===== src/rtl/fsg_pkg.sv =====
package fsg_pkg;
    localparam int STAT_W = 32;
    localparam int VEC_W  = 20;

    localparam logic [VEC_W-1:0] DATA_VEC  = 20'h00300;
    localparam logic [VEC_W-1:0] FETCH_VEC = 20'h00400;

    // status bit numbers, counted from the most significant end
    localparam int B_DSTORE  = 0;
    localparam int B_NOXLATE = 1;
    localparam int B_IDSTORE = 3;
    localparam int B_PROT    = 4;
    localparam int B_TFLAG   = 5;
    localparam int B_STORE   = 6;
    localparam int B_BRK     = 9;
    localparam int B_STAB    = 10;
    localparam int B_EXTDIS  = 11;

    typedef enum logic [1:0] {
        AK_LOAD  = 2'd0,
        AK_STORE = 2'd1,
        AK_FETCH = 2'd2,
        AK_RSVD  = 2'd3
    } acc_kind_e;

    typedef enum logic [1:0] {
        IC_PLAIN = 2'd0,
        IC_EXTC  = 2'd1,
        IC_RESV  = 2'd2,
        IC_OTHER = 2'd3
    } insn_cls_e;

    typedef struct packed {
        acc_kind_e kind;
        insn_cls_e cls;
        logic      xlate_miss;
        logic      prot_viol;
        logic      dstore_seg;
        logic      wthru;
        logic      seg_t;
        logic      brk_hit;
        logic      stab_fail;
        logic      ext_en;
    } fault_in_t;

    function automatic int bpos(input int n);
        return STAT_W - 1 - n;
    endfunction
endpackage


===== src/rtl/fsg_data_causes.sv =====
module fsg_data_causes
    import fsg_pkg::*;
#(
    parameter int W = STAT_W
) (
    input  fault_in_t      fin,
    output logic [W-1:0]   causes
);
    localparam int P_DSTORE  = W - 1 - B_DSTORE;
    localparam int P_NOXLATE = W - 1 - B_NOXLATE;
    localparam int P_PROT    = W - 1 - B_PROT;
    localparam int P_TFLAG   = W - 1 - B_TFLAG;
    localparam int P_STORE   = W - 1 - B_STORE;
    localparam int P_BRK     = W - 1 - B_BRK;
    localparam int P_STAB    = W - 1 - B_STAB;
    localparam int P_EXTDIS  = W - 1 - B_EXTDIS;

    logic is_extc;
    logic is_resv;

    always_comb begin
        is_extc = (fin.cls == IC_EXTC);
        is_resv = (fin.cls == IC_RESV);
        causes  = '0;
        causes[P_DSTORE]  = fin.dstore_seg;
        causes[P_NOXLATE] = fin.xlate_miss;
        causes[P_PROT]    = fin.prot_viol;
        causes[P_TFLAG]   = (fin.seg_t && (is_extc || is_resv)) || (is_extc && fin.wthru);
        causes[P_STORE]   = (fin.kind == AK_STORE);
        causes[P_BRK]     = fin.brk_hit;
        causes[P_STAB]    = fin.stab_fail;
        causes[P_EXTDIS]  = is_extc && !fin.ext_en;
    end
endmodule


===== src/rtl/fsg_fetch_causes.sv =====
module fsg_fetch_causes
    import fsg_pkg::*;
#(
    parameter int W = STAT_W
) (
    input  fault_in_t    fin,
    output logic [W-1:0] causes
);
    localparam int P_NOXLATE = W - 1 - B_NOXLATE;
    localparam int P_IDSTORE = W - 1 - B_IDSTORE;
    localparam int P_PROT    = W - 1 - B_PROT;

    always_comb begin
        causes = '0;
        causes[P_NOXLATE] = fin.xlate_miss || fin.stab_fail;
        causes[P_IDSTORE] = fin.dstore_seg;
        causes[P_PROT]    = fin.prot_viol;
    end
endmodule


===== src/rtl/fault_status_gen.sv =====
module fault_status_gen
    import fsg_pkg::*;
(
    input  logic              clk,
    input  logic              rst_n,
    input  logic              fault_stb,
    input  logic [1:0]        acc_kind,
    input  logic [1:0]        insn_cls,
    input  logic              xlate_miss,
    input  logic              prot_viol,
    input  logic              dstore_seg,
    input  logic              wthru,
    input  logic              seg_t,
    input  logic              brk_hit,
    input  logic              stab_fail,
    input  logic              ext_en,
    output logic [VEC_W-1:0]  vector_q,
    output logic [STAT_W-1:0] status_q
);
    localparam logic [STAT_W-1:0] DATA_MASK =
        (STAT_W'(1) << bpos(B_DSTORE)) | (STAT_W'(1) << bpos(B_NOXLATE)) |
        (STAT_W'(1) << bpos(B_PROT))   | (STAT_W'(1) << bpos(B_TFLAG))   |
        (STAT_W'(1) << bpos(B_STORE))  | (STAT_W'(1) << bpos(B_BRK))     |
        (STAT_W'(1) << bpos(B_STAB))   | (STAT_W'(1) << bpos(B_EXTDIS));
    localparam logic [STAT_W-1:0] FETCH_MASK =
        (STAT_W'(1) << bpos(B_NOXLATE)) | (STAT_W'(1) << bpos(B_IDSTORE)) |
        (STAT_W'(1) << bpos(B_PROT));

    typedef struct packed {
        logic [VEC_W-1:0]  vec;
        logic [STAT_W-1:0] stat;
    } fsg_state_t;

    fault_in_t         fin;
    logic [STAT_W-1:0] data_causes;
    logic [STAT_W-1:0] fetch_causes;
    fsg_state_t        st_d, st_q;

    assign fin = '{
        kind:       acc_kind_e'(acc_kind),
        cls:        insn_cls_e'(insn_cls),
        xlate_miss: xlate_miss,
        prot_viol:  prot_viol,
        dstore_seg: dstore_seg,
        wthru:      wthru,
        seg_t:      seg_t,
        brk_hit:    brk_hit,
        stab_fail:  stab_fail,
        ext_en:     ext_en
    };

    fsg_data_causes  #(.W(STAT_W)) u_data  (.fin(fin), .causes(data_causes));
    fsg_fetch_causes #(.W(STAT_W)) u_fetch (.fin(fin), .causes(fetch_causes));

    always_comb begin
        st_d = st_q;
        if (fault_stb) begin
            if (fin.kind == AK_FETCH) begin
                st_d.vec  = FETCH_VEC;
                st_d.stat = fetch_causes;
            end else begin
                st_d.vec  = DATA_VEC;
                st_d.stat = data_causes;
            end
        end
    end

    always_ff @(posedge clk) begin
        if (!rst_n) st_q <= '0;
        else        st_q <= st_d;
    end

    assign vector_q = st_q.vec;
    assign status_q = st_q.stat;


    hold_no_stb_chk: assert property (@(posedge clk) disable iff (!rst_n)
        !fault_stb |=> ($stable(vector_q) && $stable(status_q)));


    data_vec_chk: assert property (@(posedge clk) disable iff (!rst_n)
        (fault_stb && acc_kind != 2'd2) |=> (vector_q == 20'h00300));


    fetch_vec_chk: assert property (@(posedge clk) disable iff (!rst_n)
        (fault_stb && acc_kind == 2'd2) |=> (vector_q == 20'h00400));


    store_bit_chk: assert property (@(posedge clk) disable iff (!rst_n)
        (fault_stb && acc_kind != 2'd2) |=> (status_q[25] == $past(acc_kind == 2'd1)));


    fetch_mask_chk: assert property (@(posedge clk) disable iff (!rst_n)
        (fault_stb && acc_kind == 2'd2) |=> ((status_q & ~FETCH_MASK) == '0));


    data_mask_chk: assert property (@(posedge clk) disable iff (!rst_n)
        (fault_stb && acc_kind != 2'd2) |=> ((status_q & ~DATA_MASK) == '0));
endmodule


===== config.mk =====
export PLATFORM = sky130hd
export DESIGN_NAME = fault_status_gen
export DESIGN_NICKNAME = d
export VERILOG_FILES = /design/src/rtl/fsg_pkg.sv /design/src/rtl/fsg_data_causes.sv /design/src/rtl/fsg_fetch_causes.sv /design/src/rtl/fault_status_gen.sv
export SDC_FILE = /design/constraint.sdc
export NUM_CORES = 1
export LEC_CHECK = 0
export ABC_AREA = 0
export BUFFER_PORTS_ARGS = -buffer_cell sky130_fd_sc_hd__buf_4
export CORE_MARGIN = 3
export CORE_UTILIZATION = 35
export DETAILED_ROUTE_END_ITERATION = 7
export PLACE_DENSITY = 0.74
export SYNTH_ARGS = -nofsm -noshare
export SYNTH_HDL_FRONTEND = slang
export SYNTH_SLANG_ARGS = --single-unit

===== constraint.sdc =====
create_clock -name clk -period 0.8 [get_ports clk]
set_input_delay 0.04 -clock clk [delete_from_list [all_inputs] [get_ports clk]]
set_output_delay 0.04 -clock clk [all_outputs]
set_load 0.02 [all_outputs]

Word level (Yosys, flattened, before mapping):

Index checks and enable logic that the tools add are counted.

* muxes and demuxes: 1
* reductions and logical operators: 7
* equality and inequality tests: 4

Operators with widths (number)
* $mux 43: 1
* $eq 2x1->1 const B: 2
* $eq 2x2->1 const B: 2
* $logic_and 1x1->1: 3
* $logic_or 1x1->1: 3
* $logic_not 1->1: 1

* logic and storage cells: 14
* output and inout bits: 52
* input bits: 15
* register bits after elaboration: 52

Logic depth before layout (Yosys ltp):

Gate-level depths: netlist (run 1).

* depth after elaboration: 5
* gate-level depth with buffers: 5
* depth with buffers taken out: 5

Hierarchy:

A second synthesis (run 1) with hierarchy kept.

* cell total of the unflattened synthesis: 279
* area total of the unflattened synthesis: 2531.2 µm²

Modules (own cells, without submodules)
* fault_status_gen: cells each 209, times used 1, sequential area each 680.7 µm², area an instance 2019.4 µm²
* fsg_data_causes: cells each 37, times used 1, sequential area each 0.0 µm², area an instance 269.0 µm²
* fsg_fetch_causes: cells each 33, times used 1, sequential area each 0.0 µm², area an instance 242.7 µm²

Worst setup path after synthesis (run 1):

No wires, ideal clock.

* kind: flip-flop to flip-flop
* start: register status_q[25] (netlist name)
* end: register st_q, in the netlist status_q[25]
* data arrival time: 0.715 ns
* period minus slack after synthesis: 0.773 ns
* library setup time: 0.059 ns
* required time: 0.741 ns
* stages on the path, launching flop included: 4
* path slack: 0.027 ns
* path buffers: 0
* cell sequence: dfxtp_1 inv_1 o22ai_1 and2_1

RTL lines
* end signal, assigned: line fault_status_gen.sv:70 `else st_q <= st_d;`
* end, declared: line fault_status_gen.sv:37 `fsg_state_t st_d, st_q;`

Worst setup path in the final report (run 1):

* start: register st_q, in the netlist vector_q[9]
* end: output vector_q[9]

RTL lines
* end, declared: line fault_status_gen.sv:17 `output logic [VEC_W-1:0] vector_q,`

No word-level cell between the ends.

==> flow_summary.ini, run 1 <==
[status]
status = complete, no violations

[run]
cap_violations = 0

[route]
wirelength_um = 1450
post_drt_wl_per_cell_um = 9.99
vias = 569
via_per_inst = 3.92
antenna_left = 0
first_pass_iters = 4
first_iter_violations = 2
drc_errors = 0

[floorplanning]
die_area_um2 = 2880
io_pins = 67
die_h_um = 53.6
start_util = 0.385
num_rows = 16
fp.dieW_um = 53.6
core-area_um2 = 2060

[global_route]
grt_max_degree = 21
grt_pass1_wl_um = 1990
antenna_found_initial = 0
overflow = 0
grt_pass1_vias = 476
grt.total_usage = 0.101

[logic_synthesis]
syn_inst = 93
ys_seq_elements = 11
synth-edff-count = 0
synth.distinct_cells = 23
syn_area_per_cell_um2 = 8.54
yosysTopAreaCellShare = 0.397
synth_commonest_cells = buf_4, dfxtp_1, nand2b_1, nand3_1
synth_area_um2 = 795
synth_flop_cell = dfxtp_1
yosys_warnings = 0
yosys.area.top_type = buf_4
synth_most_common_cell = buf_4
synth_area_leaders = buf_4, dfxtp_1, nand2b_1
yosysSeqAreaShare = 0.277
synthArstFlopShare = 0

[cells_and_area]
area_delta_synth_final_pct = 15.3
diodes = 0
final_util = 0.444
fin_nets = 135
stdcell_area_um2 = 916
fillers = 204
drive_gt1_frac = 0.347

[critical_path]
r2r_cells = 3
slowest_stage = dfxtp_2
cpPeakStageDelay_ns = 0.33
end_kind = primary output
r2r-start = status_q[25]$_SDFFE_PN0P_
crit_path_start_kind = register
path_class = reg2out
crit_chain = buf_4
path_delay_family = flip-flops
critPathRequiredTime_ns = 0.76
r2r_setup_slack_ns = 0.13
critical_path_arrival_ns = 0.75
critPathBufInv = 1
crit_fanout = 3
critPathLaunch = vector_q[9]$_SDFFE_PN0P_
rr_endpoint = status_q[25]$_SDFFE_PN0P_

[clock_network]
htree_levels = 1
root_buffer = clkbuf_4
clkTransAtPathRegs_ns = 0.07
cts_tree = done
clk_latency_ns = 0.27
numCtsBuffers = 3
cts_setup_buffers = 0
cts.sinks = 11
clockBufferDepth = 2

[timing]
min_period_ns = 0.787
rsz0062_at_grt = true
drv_slew = 0
timing.final.ws_setup_ns = 0.0132
setup_violations = 0
hold_viol_final = 0
period_share = 0.983
tns_ns = 0
fmax_mhz = 1270
final.setup_skew_ns = 0

[min_path]
hold_end = status_q[30]$_SDFFE_PN0P_
hold_start = xlate_miss
holdPathStages = 3
hold_path.class = in2reg

[power]
pwr-share-seq = 0.428
p_leak_nw = 0.466
internal_power_mw = 0.909
combPwrFrac = 0.297
p_sw_frac = 0.350
p_sw_mw = 0.489
clock_power_share = 0.275
peakVddDrop_v = 0.000842
p_per_area_nw_per_um2 = 1530

[placed_design]
place_hpwl_um = 1150
gp_congestion = 0.664
place_ws_ns = -0.0344
place_area_um2 = 838
port_buffers = 26
[layout by cell type (no fill, tap or decap), types with 2 or more instances in the layout]
master    Yosys  routed
a21boi_1      3       3
a21oi_1       3       3
buf_4        42      16
buf_6         1      10
clkbuf_4      0       3
conb_1        1      40
dfxtp_2       0      11
inv_1         3       3
mux2i_1       2       2
nand2b_1      5       5
nand3_1       5       5
nand3b_1      2       2
nor2b_1       2       2
o21ai_0       3       3
[metal layers]
layer / track usage / wire, µm / vias up
met4: 0.0383 / 13 / 0
met5: 0 / 0 / -
li1: - / - / 270
met1: 0.0953 / 502 / 259
met3: 0.0526 / 160 / 2
met2: 0.184 / 772 / 38
[worst reg2reg max path: cells and delay by family, from the launching register on]
kind | cells | cell delay, ns
and+or+nand+nor | 1 | 0.15
DFF | 1 | 0.32
buffers and inverters | 1 | 0.04
AOI/OAI and AO/OA | 1 | 0.06
[layout make-up]
cell class / count / area [µm²] / area share
multi-input combinational: 74 / 378 / 0.413
inverter: 3 / 11.3 / 0.0123
clock buffer: 4 / 26.3 / 0.0287
timing repair buffer: 26 / 233 / 0.254
sequential: 11 / 234 / 0.255
tap: 27 / 33.8 / 0.0369
[power by group through the flow]
stage / sequential [mW] / clock [mW] / combinational (mW)
floorplan: 0.634 / 0 / 0.407
finish: 0.598 / 0.384 / 0.415
global route: 0.602 / 0.431 / 0.451
detailed placement: 0.601 / 0 / 0.400
global placement: 0.600 / 0 / 0.394
CTS: 0.594 / 0.413 / 0.408
[cell families after synthesis]
group,synth area share
simple gates,0.146
other cells,0.00472
compound gates,0.0992
flops,0.277
fa+ha+maj,0.0157
buf+inv,0.431
mux,0.0252
[worst max-delay path by stage]
stage / slack (ns) / to / depth (start not counted)
finish: 0.01 / vector_q[9] / 1
global route: -0.03 / vector_q[9] / 1
CTS: -0.004 / vector_q[9] / 1
detailed placement: -0.03 / status_q[26]$_SDFFE_PN0P_ / 6
global placement: -0.0007 / status_q[26]$_SDFFE_PN0P_ / 5
floorplan: 0.03 / status_q[25]$_SDFFE_PN0P_ / 3
[through the flow]
step,hold WS (ns),total power [mW],cells
finish,0.0288,1.40,145
global route,0.0364,1.48,145
CTS,0.0203,1.41,145
detailed placement,0.322,1.00,141
global placement,0.302,0.994,141
floorplan,0.193,1.04,132
[what timing repair did]
action / in CTS / in global routing
resized for setup: 12 / 9
hold buffers: 0 / 0
endpoints found under the setup margin: 10 / 9
[state kept, by name, indices dropped and copies added (netlist names)]
signal	count
status_q	9
vector_q	2
No activity file was read; power rests on OpenSTA's default activity.
==> inputs of run 2 (changes only) <==
==> constraint.sdc (replaced) <==
create_clock -name clk -period 1 [get_ports clk]
set_input_delay 0.05 -clock clk [delete_from_list [all_inputs] [get_ports clk]]
set_output_delay 0.05 -clock clk [all_outputs]
set_load 0.02 [all_outputs]
==> run 2 against run 1 <==
Compared with the run above:
- critical path depth unchanged
- core utilization down 2.5 points
- first-iteration DRC count did not move
- cell area fell by 5.6%
- clock skew did not move
- via count shrank 1.4%
- critical endpoint unchanged
- largest cell class unchanged
==> flow_summary.ini, run 2 (same netlist as run 1, synthesis figures left out) <==
[cells_and_area]
diodes = 0
drive_gt1_frac = 0.254
final_common_cell = conb_1
fin_nets = 135
largest_reg_flops = 9
stdcell_area_um2 = 865
fillers = 208
layout_common_cells = conb_1, buf_4, dfxtp_1, nand2b_1, nand3_1
final_util = 0.419
area_delta_synth_final_pct = 8.82

[floorplanning]
core-area_um2 = 2060
die_area_um2 = 2880
start_util = 0.385
fp.dieW_um = 53.6
io_pins = 67
die_h_um = 53.6
num_rows = 16

[timing]
hold_viol_final = 0
hold_slack_ns = 0.0390
fmax_mhz = 1220
min_period_ns = 0.818
rsz0062_at_grt = false
period_share = 0.818
tns_ns = 0
drv_slew = 0
final.setup_skew_ns = 0
setup_violations = 0

[route]
drc_errors = 0
wirelength_um = 1420
vias = 561
post_drt_wl_per_cell_um = 9.79
antenna_left = 0
first_iter_violations = 2
via_per_inst = 3.87
first_pass_iters = 4

[status]
status = complete, no violations

[power]
internal_power_mw = 0.711
peakVddDrop_v = 0.000701
p_sw_frac = 0.351
p_leak_nw = 0.453
p_sw_mw = 0.385
pwr-share-seq = 0.429
total_power_mw = 1.10
p_per_area_nw_per_um2 = 1270
clock_power_share = 0.278
combPwrFrac = 0.293

[critical_path]
slowest_stage = dfxtp_1
critical_path_arrival_ns = 0.77
cpPeakStageDelay_ns = 0.35
critPathRequiredTime_ns = 0.95
crit_fanout = 3
path_delay_family = flip-flops
critPathBufInv = 1
crit_path_start_kind = register
path_class = reg2out
end_kind = primary output
crit_chain = buf_4

[clock_network]
htree_levels = 1
clk_latency_ns = 0.27
cts_setup_buffers = 0
clockBufferDepth = 2
cts_tree = done
numCtsBuffers = 3
clkTransAtPathRegs_ns = 0.07
cts.sinks = 11
root_buffer = clkbuf_4
post_cts_resized = 0
cts.hold.buffers_added = 0

[global_route]
antenna_found_initial = 0
grt.total_usage = 0.0970
grt_pass1_vias = 457
overflow = 0
grt_max_degree = 21
grt_pass1_wl_um = 1910

[run]
cap_violations = 0

[min_path]
hold_path.class = in2reg

[placed_design]
place_hpwl_um = 1150
place_area_um2 = 838
port_buffers = 26
gp_congestion = 0.664
run 2: cell counts in the layout (fill, tap and decap cells not counted):
Identical to the previous run, type by type.
run 2: worst min-delay path, delay by kind of cell:
family          cells  cell delay, ns
buf+inv             1            0.07
compound gates      2            0.15
run 2: path summary, 6_finish.rpt:
path	slack, ns	endpoint	depth (start not counted)	start
setup / recovery	0.18	vector_q[9]	1	vector_q[9]$_SDFFE_PN0P_
hold / removal	0.04	status_q[30]$_SDFFE_PN0P_	3	xlate_miss
setup reg to reg	0.34	status_q[25]$_SDFFE_PN0P_	3	status_q[25]$_SDFFE_PN0P_
hold reg to reg	0.47	status_q[21]$_SDFFE_PN0P_	2	status_q[21]$_SDFFE_PN0P_
run 2: area by class of cell:
cell class / count / area [µm²] / share of cell area
Clock buffer: 4 / 26.3 / 0.0304
Sequential cell: 11 / 220 / 0.255
Tap cell: 27 / 33.8 / 0.0391
Inverter: 3 / 11.3 / 0.0130
Multi-Input combinational cell: 74 / 378 / 0.437
Timing Repair Buffer: 26 / 195 / 0.226
run 2: routing by layer:
metal  track usage  vias up  wire (µm)  part of all wire
li1              -      269          -                 -
met1        0.0936      252        502              0.35
met2         0.171       38        737              0.52
met3        0.0526        2        165              0.12
met4        0.0383        0         13            0.0092
met5             0        -          0                 0
run 2: power groups by stage:
stage	Sequential (mW)	Clock [mW]	Combinational (mW)
2_1_floorplan	0.507	0	0.326
3_3_place_gp	0.480	0	0.315
3_5_place_dp	0.481	0	0.320
4_1_cts	0.471	0.330	0.320
5_1_grt	0.473	0.345	0.348
6_report	0.471	0.305	0.321
run 2: through the flow:
stage | std cells | setup WS, ns
after floorplan | 132 | 0.227
after global placement | 141 | 0.189
after detailed placement | 141 | 0.156
after CTS | 145 | 0.162
after global routing | 145 | 0.123
final | 145 | 0.182
